===== config.mk =====
export PLATFORM = sky130hd
export DESIGN_NAME = sirq_agent
export DESIGN_NICKNAME = d
export VERILOG_FILES = /design/src/rtl/sirq_pkg.sv /design/src/rtl/sirq_line_mon.sv /design/src/rtl/sirq_slot_map.sv /design/src/rtl/sirq_quiet_req.sv /design/src/rtl/sirq_frame_seq.sv /design/src/rtl/sirq_agent.sv
export SDC_FILE = /design/constraint.sdc
export NUM_CORES = 1
export LEC_CHECK = 0
export ABC_AREA = 1
export BUFFER_PORTS_ARGS = -buffer_cell sky130_fd_sc_hd__buf_4
export CAP_MARGIN = 20
export CORE_MARGIN = 1.5
export CORE_UTILIZATION = 58
export CTS_CLUSTER_DIAMETER = 60
export DETAILED_ROUTE_END_ITERATION = 6
export GPL_TIMING_DRIVEN = 0
export MAX_ROUTING_LAYER = met4
export PLACE_DENSITY_LB_ADDON = 0.05
export SETUP_SLACK_MARGIN = 0.1
export SYNTH_ARGS = -nofsm -noshare
export SYNTH_HDL_FRONTEND = slang
export SYNTH_SLANG_ARGS = --single-unit

===== constraint.sdc =====
create_clock -name clk -period 2.2 [get_ports clk]
set_input_delay 0.44 -clock clk [delete_from_list [all_inputs] [get_ports clk]]
set_output_delay 0.44 -clock clk [all_outputs]
set_load 0.01 [all_outputs]

===== src/rtl/sirq_pkg.sv =====
`timescale 1ns/1ps
package sirq_pkg;

    // start pulse window and closing pulse widths, in bus clocks
    localparam int unsigned START_MIN  = 4;
    localparam int unsigned START_MAX  = 8;
    localparam int unsigned STOP_QUIET = 2;
    localparam int unsigned STOP_CONT  = 3;

    // interrupt number whose slot is shared with the management request
    localparam int unsigned SHARED_IRQ = 2;

    // low-run counter must reach beyond START_MAX to reject long pulses
    localparam int unsigned RUN_CNT_W = $clog2(START_MAX + 2);

    typedef enum logic [1:0] {
        SEQ_IDLE   = 2'd0,
        SEQ_FRAMES = 2'd1,
        SEQ_STOP   = 2'd2
    } seq_state_e;

    typedef enum logic [1:0] {
        PH_SAMPLE  = 2'd0,
        PH_RECOVER = 2'd1,
        PH_TURN    = 2'd2
    } phase_e;

    typedef enum logic {
        MODE_CONT  = 1'b0,
        MODE_QUIET = 1'b1
    } bus_mode_e;

    typedef struct packed {
        logic en;
        logic low;
    } drive_t;

    function automatic drive_t drive_off();
        drive_t d;
        d.en  = 1'b0;
        d.low = 1'b0;
        return d;
    endfunction

    function automatic drive_t drive_pull(input logic active);
        drive_t d;
        d.en  = active;
        d.low = active;
        return d;
    endfunction

    function automatic logic is_start_width(input int unsigned w);
        return (w >= START_MIN) && (w <= START_MAX);
    endfunction

endpackage


===== src/rtl/sirq_line_mon.sv =====
`timescale 1ns/1ps
module sirq_line_mon
    import sirq_pkg::*;
#(
    parameter int unsigned CNT_W = RUN_CNT_W
)
(
    input  logic             clk,
    input  logic             rst,
    input  logic             line_in,
    output logic             mon_rise,
    output logic [CNT_W-1:0] mon_width
);

    logic [CNT_W-1:0] run_q;

    // consecutive low samples, saturating
    always_ff @(posedge clk) begin
        if (rst) begin
            run_q <= '0;
        end else if (line_in) begin
            run_q <= '0;
        end else if (run_q != {CNT_W{1'b1}}) begin
            run_q <= run_q + CNT_W'(1);
        end
    end

    assign mon_rise  = line_in && (run_q != '0);
    assign mon_width = run_q;

endmodule


===== src/rtl/sirq_slot_map.sv =====
`timescale 1ns/1ps
module sirq_slot_map
    import sirq_pkg::*;
#(
    parameter int unsigned NUM_FRAMES = 17
)
(
    input  logic [NUM_FRAMES-1:0] irq_n,
    input  logic                  smi_n,
    input  logic                  smi_frame_en,
    output logic [NUM_FRAMES-1:0] slot_active
);

    for (genvar i = 0; i < NUM_FRAMES; i++) begin : g_slot
        if (i == SHARED_IRQ) begin : g_shared
            assign slot_active[i] = !irq_n[i] || (!smi_n && smi_frame_en);
        end else begin : g_plain
            assign slot_active[i] = !irq_n[i];
        end
    end

endmodule


===== src/rtl/sirq_quiet_req.sv =====
`timescale 1ns/1ps
module sirq_quiet_req
    import sirq_pkg::*;
#(
    parameter int unsigned NUM_FRAMES = 17,
    parameter int unsigned IDX_W      = $clog2(NUM_FRAMES)
)
(
    input  logic                  clk,
    input  logic                  rst,
    input  seq_state_e            seq_state,
    input  bus_mode_e             bus_mode,
    input  logic                  line_in,
    input  logic                  start_evt,
    input  logic [NUM_FRAMES-1:0] slot_active,
    input  logic                  report_we,
    input  logic [IDX_W-1:0]      report_idx,
    output logic                  req_fire
);

    logic [NUM_FRAMES-1:0] reported_q;
    logic                  done_q;
    logic                  changed;

    assign changed  = (slot_active != reported_q);
    assign req_fire = (seq_state == SEQ_IDLE) && (bus_mode == MODE_QUIET)
                   && line_in && !start_evt && !done_q && changed;

    always_ff @(posedge clk) begin
        if (rst) begin
            reported_q <= '0;
            done_q     <= 1'b0;
        end else begin
            if (start_evt) begin
                done_q <= 1'b0;
            end else if (req_fire) begin
                done_q <= 1'b1;
            end
            if (report_we) begin
                reported_q[report_idx] <= slot_active[report_idx];
            end
        end
    end

endmodule


===== src/rtl/sirq_frame_seq.sv =====
`timescale 1ns/1ps
module sirq_frame_seq
    import sirq_pkg::*;
#(
    parameter int unsigned NUM_FRAMES = 17,
    parameter int unsigned IDX_W      = $clog2(NUM_FRAMES),
    parameter int unsigned CNT_W      = RUN_CNT_W
)
(
    input  logic                  clk,
    input  logic                  rst,
    input  logic                  mon_rise,
    input  logic [CNT_W-1:0]      mon_width,
    input  logic [NUM_FRAMES-1:0] slot_active,
    input  logic                  req_fire,
    output seq_state_e            seq_state,
    output phase_e                seq_phase,
    output bus_mode_e             bus_mode,
    output logic                  start_evt,
    output logic                  report_we,
    output logic [IDX_W-1:0]      report_idx,
    output drive_t                drive
);

    localparam logic [IDX_W-1:0] LAST_IDX = IDX_W'(NUM_FRAMES - 1);

    seq_state_e       state_q;
    phase_e           phase_q;
    bus_mode_e        mode_q;
    logic [IDX_W-1:0] idx_q;
    logic             own_q;
    drive_t           drv_q;

    logic             advance;
    logic [IDX_W-1:0] next_idx;
    logic             next_own;

    assign start_evt = (state_q == SEQ_IDLE) && mon_rise
                    && is_start_width(32'(mon_width));
    assign advance   = (state_q == SEQ_FRAMES) && (phase_q == PH_TURN)
                    && (idx_q != LAST_IDX);
    assign next_idx  = start_evt ? '0 : idx_q + IDX_W'(1);
    assign next_own  = slot_active[next_idx];

    assign report_we  = start_evt || advance;
    assign report_idx = next_idx;

    always_ff @(posedge clk) begin
        if (rst) begin
            state_q <= SEQ_IDLE;
            phase_q <= PH_SAMPLE;
            mode_q  <= MODE_CONT;
            idx_q   <= '0;
            own_q   <= 1'b0;
            drv_q   <= drive_off();
        end else begin
            case (state_q)
                SEQ_IDLE: begin
                    if (start_evt) begin
                        state_q <= SEQ_FRAMES;
                        phase_q <= PH_SAMPLE;
                        idx_q   <= next_idx;
                        own_q   <= next_own;
                        drv_q   <= drive_pull(next_own);
                    end else if (req_fire) begin
                        drv_q   <= drive_pull(1'b1);
                    end else begin
                        drv_q   <= drive_off();
                    end
                end
                SEQ_FRAMES: begin
                    case (phase_q)
                        PH_SAMPLE: begin
                            phase_q   <= PH_RECOVER;
                            drv_q.en  <= own_q;
                            drv_q.low <= 1'b0;
                        end
                        PH_RECOVER: begin
                            phase_q <= PH_TURN;
                            drv_q   <= drive_off();
                        end
                        default: begin
                            if (advance) begin
                                phase_q <= PH_SAMPLE;
                                idx_q   <= next_idx;
                                own_q   <= next_own;
                                drv_q   <= drive_pull(next_own);
                            end else begin
                                state_q <= SEQ_STOP;
                                phase_q <= PH_SAMPLE;
                                drv_q   <= drive_off();
                            end
                        end
                    endcase
                end
                default: begin
                    drv_q <= drive_off();
                    if (mon_rise) begin
                        state_q <= SEQ_IDLE;
                        if (mon_width == CNT_W'(STOP_QUIET)) begin
                            mode_q <= MODE_QUIET;
                        end else if (mon_width == CNT_W'(STOP_CONT)) begin
                            mode_q <= MODE_CONT;
                        end
                    end
                end
            endcase
        end
    end

    assign seq_state = state_q;
    assign seq_phase = phase_q;
    assign bus_mode  = mode_q;
    assign drive     = drv_q;

endmodule


===== src/rtl/sirq_agent.sv =====
`timescale 1ns/1ps
module sirq_agent
    import sirq_pkg::*;
#(
    parameter int unsigned NUM_FRAMES = 17
)
(
    input  logic                  clk,
    input  logic                  rst,
    input  logic                  line_in,
    input  logic [NUM_FRAMES-1:0] irq_n,
    input  logic                  smi_n,
    input  logic                  smi_frame_en,
    output logic                  drive_en,
    output logic                  drive_low
);

    localparam int unsigned IDX_W = $clog2(NUM_FRAMES);
    localparam int unsigned CNT_W = RUN_CNT_W;

    logic                  mon_rise;
    logic [CNT_W-1:0]      mon_width;
    logic [NUM_FRAMES-1:0] slot_active;
    logic                  req_fire;
    seq_state_e            seq_state;
    phase_e                seq_phase;
    bus_mode_e             bus_mode;
    logic                  start_evt;
    logic                  report_we;
    logic [IDX_W-1:0]      report_idx;
    drive_t                drive;

    sirq_line_mon #(.CNT_W(CNT_W)) u_mon (
        .clk       (clk),
        .rst       (rst),
        .line_in   (line_in),
        .mon_rise  (mon_rise),
        .mon_width (mon_width)
    );

    sirq_slot_map #(.NUM_FRAMES(NUM_FRAMES)) u_map (
        .irq_n        (irq_n),
        .smi_n        (smi_n),
        .smi_frame_en (smi_frame_en),
        .slot_active  (slot_active)
    );

    sirq_frame_seq #(
        .NUM_FRAMES (NUM_FRAMES),
        .IDX_W      (IDX_W),
        .CNT_W      (CNT_W)
    ) u_seq (
        .clk         (clk),
        .rst         (rst),
        .mon_rise    (mon_rise),
        .mon_width   (mon_width),
        .slot_active (slot_active),
        .req_fire    (req_fire),
        .seq_state   (seq_state),
        .seq_phase   (seq_phase),
        .bus_mode    (bus_mode),
        .start_evt   (start_evt),
        .report_we   (report_we),
        .report_idx  (report_idx),
        .drive       (drive)
    );

    sirq_quiet_req #(
        .NUM_FRAMES (NUM_FRAMES),
        .IDX_W      (IDX_W)
    ) u_req (
        .clk         (clk),
        .rst         (rst),
        .seq_state   (seq_state),
        .bus_mode    (bus_mode),
        .line_in     (line_in),
        .start_evt   (start_evt),
        .slot_active (slot_active),
        .report_we   (report_we),
        .report_idx  (report_idx),
        .req_fire    (req_fire)
    );

    assign drive_en  = drive.en;
    assign drive_low = drive.low;

endmodule


# Yosys cells after proc, flatten, opt, wreduce, memory -nomap -nowiden
# Index checks and enable logic that the tools add are counted.
[totals]
output_inout_bits = 2
reg_bits = 35
in_bits = 22
latchBits = 0
wordCells = 107
rom_bits = 0
mem_bits_rw = 0
mem_count = 0
[classes]
div_mod_pow = 0
n_reduce_logical = 49
mux = 29
shift = 0
n_lt_le_gt_ge = 4
bitwise = 1
add_sub_neg = 2
n_eq_ne = 12
multipliers = 0
[ops]
columns = ["cell", "n"]
rows = [
  ["$logic_not 1->1", 20],
  ["$mux 5", 4],
  ["$pmux 2 s2", 5],
  ["$bwmux 17", 1],
  ["$ne 17x17->1", 1],
  ["$mux 2", 8],
  ["$logic_and 1x1->1", 13],
  ["$pmux 5 s2", 1],
  ["$eq 4x2->1 const B", 2],
  ["$reduce_and 4->1", 2],
  ["$reduce_or 2->1", 4],
  ["$mux 1", 7],
  ["$lt 5x6->1 const B", 1],
  ["$add 5x1->5 const B", 1],
  ["$bmux 1 s5", 1],
  ["$demux 1 s5", 1],
  ["$ge 5x1->1 const B", 1],
  ["$ne 5x5->1 const B", 1],
  ["$add 4x1->4 const B", 1],
  ["$eq 2x1->1 const B", 2],
  ["$ge 4x3->1 const B", 1],
  ["$le 4x4->1 const B", 1],
  ["$logic_not 2->1", 2],
  ["$ne 2x1->1 const B", 2],
  ["11 further kinds", 14],
]

# Depth between registers and ports, before layout
[logic_depth]
depth_word = 11
ltp_mapped = 19
depth_no_buf = 19

# By module
# A second synthesis with hierarchy kept.
[unflattened]
cells_unflattened = 451
hier_area_um2 = 2685.1
[modules_own_cells]
columns = ["mod", "n_inst", "area_per_inst_um2", "seq_area_each_um2", "cells_each"]
rows = [
  ["sirq_quiet_req", 1, 1541.5, 360.3, 267],
  ["sirq_frame_seq", 1, 850.8, 260.2, 132],
  ["sirq_line_mon", 1, 221.5, 80.1, 33],
  ["sirq_slot_map", 1, 71.3, 0.0, 19],
]

# Worst setup path before layout
# No wires, ideal clock.
[synth_timing]
path_type = "flip-flop to flip-flop"
from = "register u_seq.idx_q[0]"
to = "register u_seq.own_q"
arrival_ns = 1.962
path_buffers = 1
setup_slack_ns = 0.171
stages_incl_launch_ff = 11
period_less_slack_ns = 2.029
setup_ns = 0.066
t_required_ns = 2.134
path_cell_list = "dfxtp_1 > clkinv_1 > ha_1 > nand2_1 > nor3_1 > nor4_2 > inv_1 > nand2_1 > clkbuf_1 > o21ai_0 > a21oi_2"
[synth_between]
elab_chain_len = 7
elab_cells_between_ends = 12
cone_classes = "add/sub: 1; eq/ne: 2; mux: 7; reduce/logical: 2"
[synth_lines]
columns = ["item", "line_no", "text"]
rows = [
  ["start: declaration", "sirq_frame_seq.sv:30", "logic [IDX_W-1:0] idx_q;"],
  ["start signal: assignment", "sirq_frame_seq.sv:62", "idx_q <= next_idx;"],
  ["start signal: assignment", "sirq_frame_seq.sv:85", "idx_q <= next_idx;"],
  ["$add 5x1->5", "sirq_frame_seq.sv:42", "assign next_idx = start_evt ? '0 : idx_q + IDX_W'(1);"],
  ["$mux 5", "sirq_frame_seq.sv:42", ""],
  ["$bmux 1 s5", "sirq_frame_seq.sv:43", "assign next_own = slot_active[next_idx];"],
  ["$mux 1 (implied by the code)", "sirq_frame_seq.sv:43", ""],
  ["$mux 1", "sirq_frame_seq.sv:83", "if (advance) begin"],
  ["$mux 1", "sirq_frame_seq.sv:72", "case (phase_q)"],
  ["$pmux 1 s2", "sirq_frame_seq.sv:57", "case (state_q)"],
  ["end signal: assignment", "sirq_frame_seq.sv:63", "own_q <= next_own;"],
  ["end signal: assignment", "sirq_frame_seq.sv:86", "own_q <= next_own;"],
  ["end: declaration", "sirq_frame_seq.sv:31", "logic own_q;"],
]
# Parallel ways exist; a longest one is shown, timed or not. The select of a mux whose other input is x is not followed.
# A chain may end at the register's enable or synchronous reset.

# Worst setup path after layout
[layout_timing]
from = "register u_mon.run_q[1], in the netlist u_mon.mon_width[1]"
to = "register u_req.reported_q[16]"
[layout_between]
elab_chain_len = 10
elab_cells_between_ends = 17
cone_classes = "order compare: 4; mux: 6; reduce/logical: 7"
[layout_lines]
columns = ["item", "line_no", "text"]
rows = [
  ["start: declaration", "sirq_line_mon.sv:15", "logic [CNT_W-1:0] run_q;"],
  ["start signal: assignment", "sirq_line_mon.sv:24", "run_q <= run_q + CNT_W'(1);"],
  ["branches (longest 3 deep; another with $ge 4x3->1)", "n/a", ""],
  ["$logic_and 1x1->1 (*)", "sirq_frame_seq.sv:39", "&& is_start_width(32'(mon_width));"],
  ["$mux 5", "sirq_frame_seq.sv:42", ""],
  ["$lt 5x6->1 (implied by the code) or $ge 5x1->1 (tied branches)", "sirq_quiet_req.sv:40", "reported_q[report_idx] <= slot_active[report_idx];"],
  ["$logic_and 1x1->1 (implied by the code)", "sirq_quiet_req.sv:40", ""],
  ["$mux 1 (implied by the code)", "sirq_quiet_req.sv:40", ""],
  ["$demux 1 s5", "n/a", ""],
  ["$bwmux 17", "sirq_quiet_req.sv:40", ""],
  ["end signal: indexed assignment", "sirq_quiet_req.sv:40", ""],
  ["end: declaration", "sirq_quiet_req.sv:21", "logic [NUM_FRAMES-1:0] reported_q;"],
]
# Every way passes the cells marked *. The select of a mux whose other input is x is not followed.

==> summary.md <==
| Metric | Value |
|---|---|
| # diodes | `0` |
| Routed WL per cell | `14.1 µm` |
| Fin crit period | `2.13 ns` |
| Die ar. | `between 3000 and 4000 µm²` |
| Half-perimeter wire length after placement | `~3.4 mm` |
| Multiplexer share of the synthesized area | `0%` |
| # DRC | `0` |
| Most common cell on crit path | `nand2_1` |
| Clk Latency, worst-skew pair | `0.36 ns` |
| Nets@finish | `~360` |
| Max Clock Skew | `0.00925 ns` |
| Setup ws final | `0.0738 ns` |
| Leak pwr | `between 1 and 1.5 nW` |
| Status | `completed` |
| Number of max-cap violations | `0` |
| Synth unique cells | `28` |
| Cell chain of the critical path | `inv_2, ha_4, inv_2, nand2_1, nand2_1, nor2_2, nand2_4, nand2_4, nor2_4, nand2_1, nand2_1, nor2_2, nor2_4, nor2_4, nand2_4, clkbuf_16, a21oi_2` |
| Type of the worst setup path | `reg2reg` |
| Final count of hold timing violations | `0` |
| Synthesized flop and latch total | `35` |
| Vias/cell | `5.45` |
| CTS sink cnt | `35` |
| WHS Path Cells | `4` |
| Setup Viol. Count Final | `0` |
| CP arrival | `between 2 and 2.5 ns` |
| Post-synth net total | `314` |
| Port Buffers | `22` |
| Global route overflow | `0` |
| Synth Warn # | `0` |
| Layout area overhead | `28.5%` |
| H-tree levels | `2` |
| Cell row count | `21` |
| Layout cells sized above 1 | `32.7%` |
| Final worst path period share | `96.6%` |
| Synthesized area | `2040 µm²` |
| Via count | `between 2k and 2.5k` |
| Pre-CTS setup slack | `-0.357 ns` |
| Compound-Gate Fraction of Synth Area | `18.6%` |
| Maximum clock frequency | `470 MHz` |
| Power Total | `between 0.001 and 0.0015 W` |
| Largest family of logic cells by synthesized area | `simple AND/OR/NAND/NOR gates` |
| Hold Slack | `approximately 0.41 ns` |
| Placed insts | `roughly 360` |
| CTS Hold Bufs | `0` |
| Data required, critical path | `2.50 ns` |
| TritonCTS Buffers | `5` |
| Die Span Y | `62.2 µm` |
| Synth Area in Simple Gates | `29.0%` |
| Largest net degree at the start of global routing | `11` |
| Maximum vdd drop | `~0.4 mV` |
| Crit path launch type | `register` |
| RSZ-0062 raised after global routing | `true` |
| GPL Wtd Cong | `0.872` |
| Worst Reg-to-Reg Cells | `17` |
| Fin cells | `376` |
| I/O pin cnt | `24` |
| Post-synth EDFFs | `0` |
| CP endpoint kind | `register` |
| Post-synth ARST share | `0%` |
| Initial antenna violation count | `0` |
| Drt pass-1 iters | `5` |
| Crit-path max FO | `7` |
| First-pass GRT wire length | `around 8.2 mm` |
| Die W | `around 62 µm` |
| Slowest cell on crit path | `dfxtp_4` |
| Adder-cell share of the synthesized area | `3.07%` |
| Synth Flop Type | `dfxtp_1` |
| Post-synthesis sequential area ratio | `34.4%` |
| TritonCTS clock tree | `yes` |
| CP max stage delay | `0.36 ns` |
| Avg Synthesized Cell Area | `between 7 and 8 µm²` |
| Core Region | `3360 µm²` |
| Final wirelength | `5.29 mm` |
| Power Density | `450 nW/µm²` |
| Global-route usage over all layers | `27.3%` |
| Root Buffer Master | `clkbuf_4` |
| Starting DRC count in detailed routing | `about 160` |
| Max-slew violation count | `0` |
| Post-route ant nets | `0` |
| Mapped Cells | `287` |
| Clock tree buffer depth | `2` |
| Slew HR | `just over 70%` |
| Clk slew on worst S/H paths | `0.10 ns` |
| # fillers | `approximately 260` |
| XOR/XNOR Fraction of Synth Area | `7.74%` |
| Vias in the first global route | `roughly 1.8k` |
| Worst slew pin tran | `0.412 ns` |
| Hold WC Path Type | `in2reg` |
| Starting density of the core | `60.5%` |
-- through the flow --
stage	area (µm²)	setup TNS, ns	utilization (%)
2_1_floorplan	2040	0	-
3_3_place_gp	2260	-4.72	67.2
3_5_place_dp	2260	-4.69	67.2
4_1_cts	2410	0	71.8
5_1_grt	2620	-1.28	77.8
6_report	2620	0	77.8
-- synth_stat cells (all sizes together) (2+ instances only) --
library cell  instances  area, µm²
nand2                58        243
dfxtp                35        701
nor2                 35        141
a21oi                34        211
inv                  28        105
o21ai                25        125
nand3                19       95.1
xor2                 11       96.3
nand4                 7       43.8
xnor2                 7       61.3
nor3                  6       30.0
ha                    5       62.6
clkbuf                4       15.0
nor4                  3       25.0
a211oi                2       15.0
a21boi                2       18.8
buf                   2       22.5
or2                   2       12.5
-- cell type report --
type	count	area (µm²)	share of cell area, %
multi-input combinational	217	1320	50.5
sequential	35	707	27.0
timing repair buffer	35	292	11.1
inverter	29	116	4.45
clock buffer	8	68.8	2.63
tap	46	57.6	2.20
buffer	6	53.8	2.06
-- per-layer routing --
layer	track usage [%]	vias to the layer above	part of all wire [%]
met5	-	-	0
met4	9.72	0	1.6
met3	5.98	12	7.3
met2	41.8	78	47
met1	35.6	923	44
li1	-	1037	-
-- worst max-delay path, delay by kind of cell, from the launching register on --
family	cells	cell delay [ns]
AOI/OAI and AO/OA	1	0.10
adders and majority gates	1	0.14
buffers and inverters	3	0.28
DFF	1	0.36
and+or+nand+nor	12	1.20
-- path summary, 6_finish.rpt --
check	from	to	slack (ns)
max	u_mon.mon_width[1]	u_req.reported_q[16]	0.07
min	line_in	u_mon.mon_width[1]	0.41
min reg2reg	u_seq.bus_mode	u_seq.bus_mode	0.47
max reg2reg	u_mon.mon_width[1]	u_req.reported_q[16]	0.07
-- flip-flops by register name, summed over array words and instances, names as in the netlist --
name              cells
u_seq.bus_mode        1
u_mon.mon_width       4
u_seq.drive           2
u_seq.seq_phase       2
u_req.done_q          1
u_req.reported_q     17
u_seq.seq_state       2
u_seq.own_q           1
u_seq.idx_q           5
-- cells by family after synthesis --
kind of cell / Yosys count
adders and majority gates: 5
buffers and inverters: 35
DFF: 35
and+or+nand+nor: 130
xor gates and xnor gates: 18
AOI/OAI and AO/OA: 64
-- power by group --
| group | internal, W | switching, W | leakage [nW] |
|---|---|---|---|
| registers | 0.000635 | 0.00000160 | 0.284 |
| logic | 0.0000675 | 0.0000630 | 0.808 |
| clock network | 0.000188 | 0.000222 | 0.0386 |
| total | 0.000890 | 0.000287 | 1.13 |
-- layout by cell type (no fill, tap or decap), types with 3 or more instances in the layout --
cell,count
a21oi_1,19
inv_1,21
clkbuf_1,4
nand4_1,7
nand3_2,3
xnor2_1,7
buf_6,3
nor2_1,19
clkbuf_4,6
nand2_4,4
nand2_1,47
nor3_1,5
nand2_2,7
a21oi_2,15
nand3_1,16
ha_1,4
nor2_4,4
o21ai_0,24
buf_4,31
nor2_2,12
inv_2,6
xor2_1,11
dfxtp_1,32
-- what timing repair did --
action                                  in CTS  in global routing
pin swaps                                    4                 12
endpoints found under the setup margin      25                 24
gates resized for setup                     14                 42
setup buffers                                7                  5
endpoints found under the hold margin        0                  0
gates cloned                                 0                  1
Note: power is estimated with default switching activity, not from simulation.
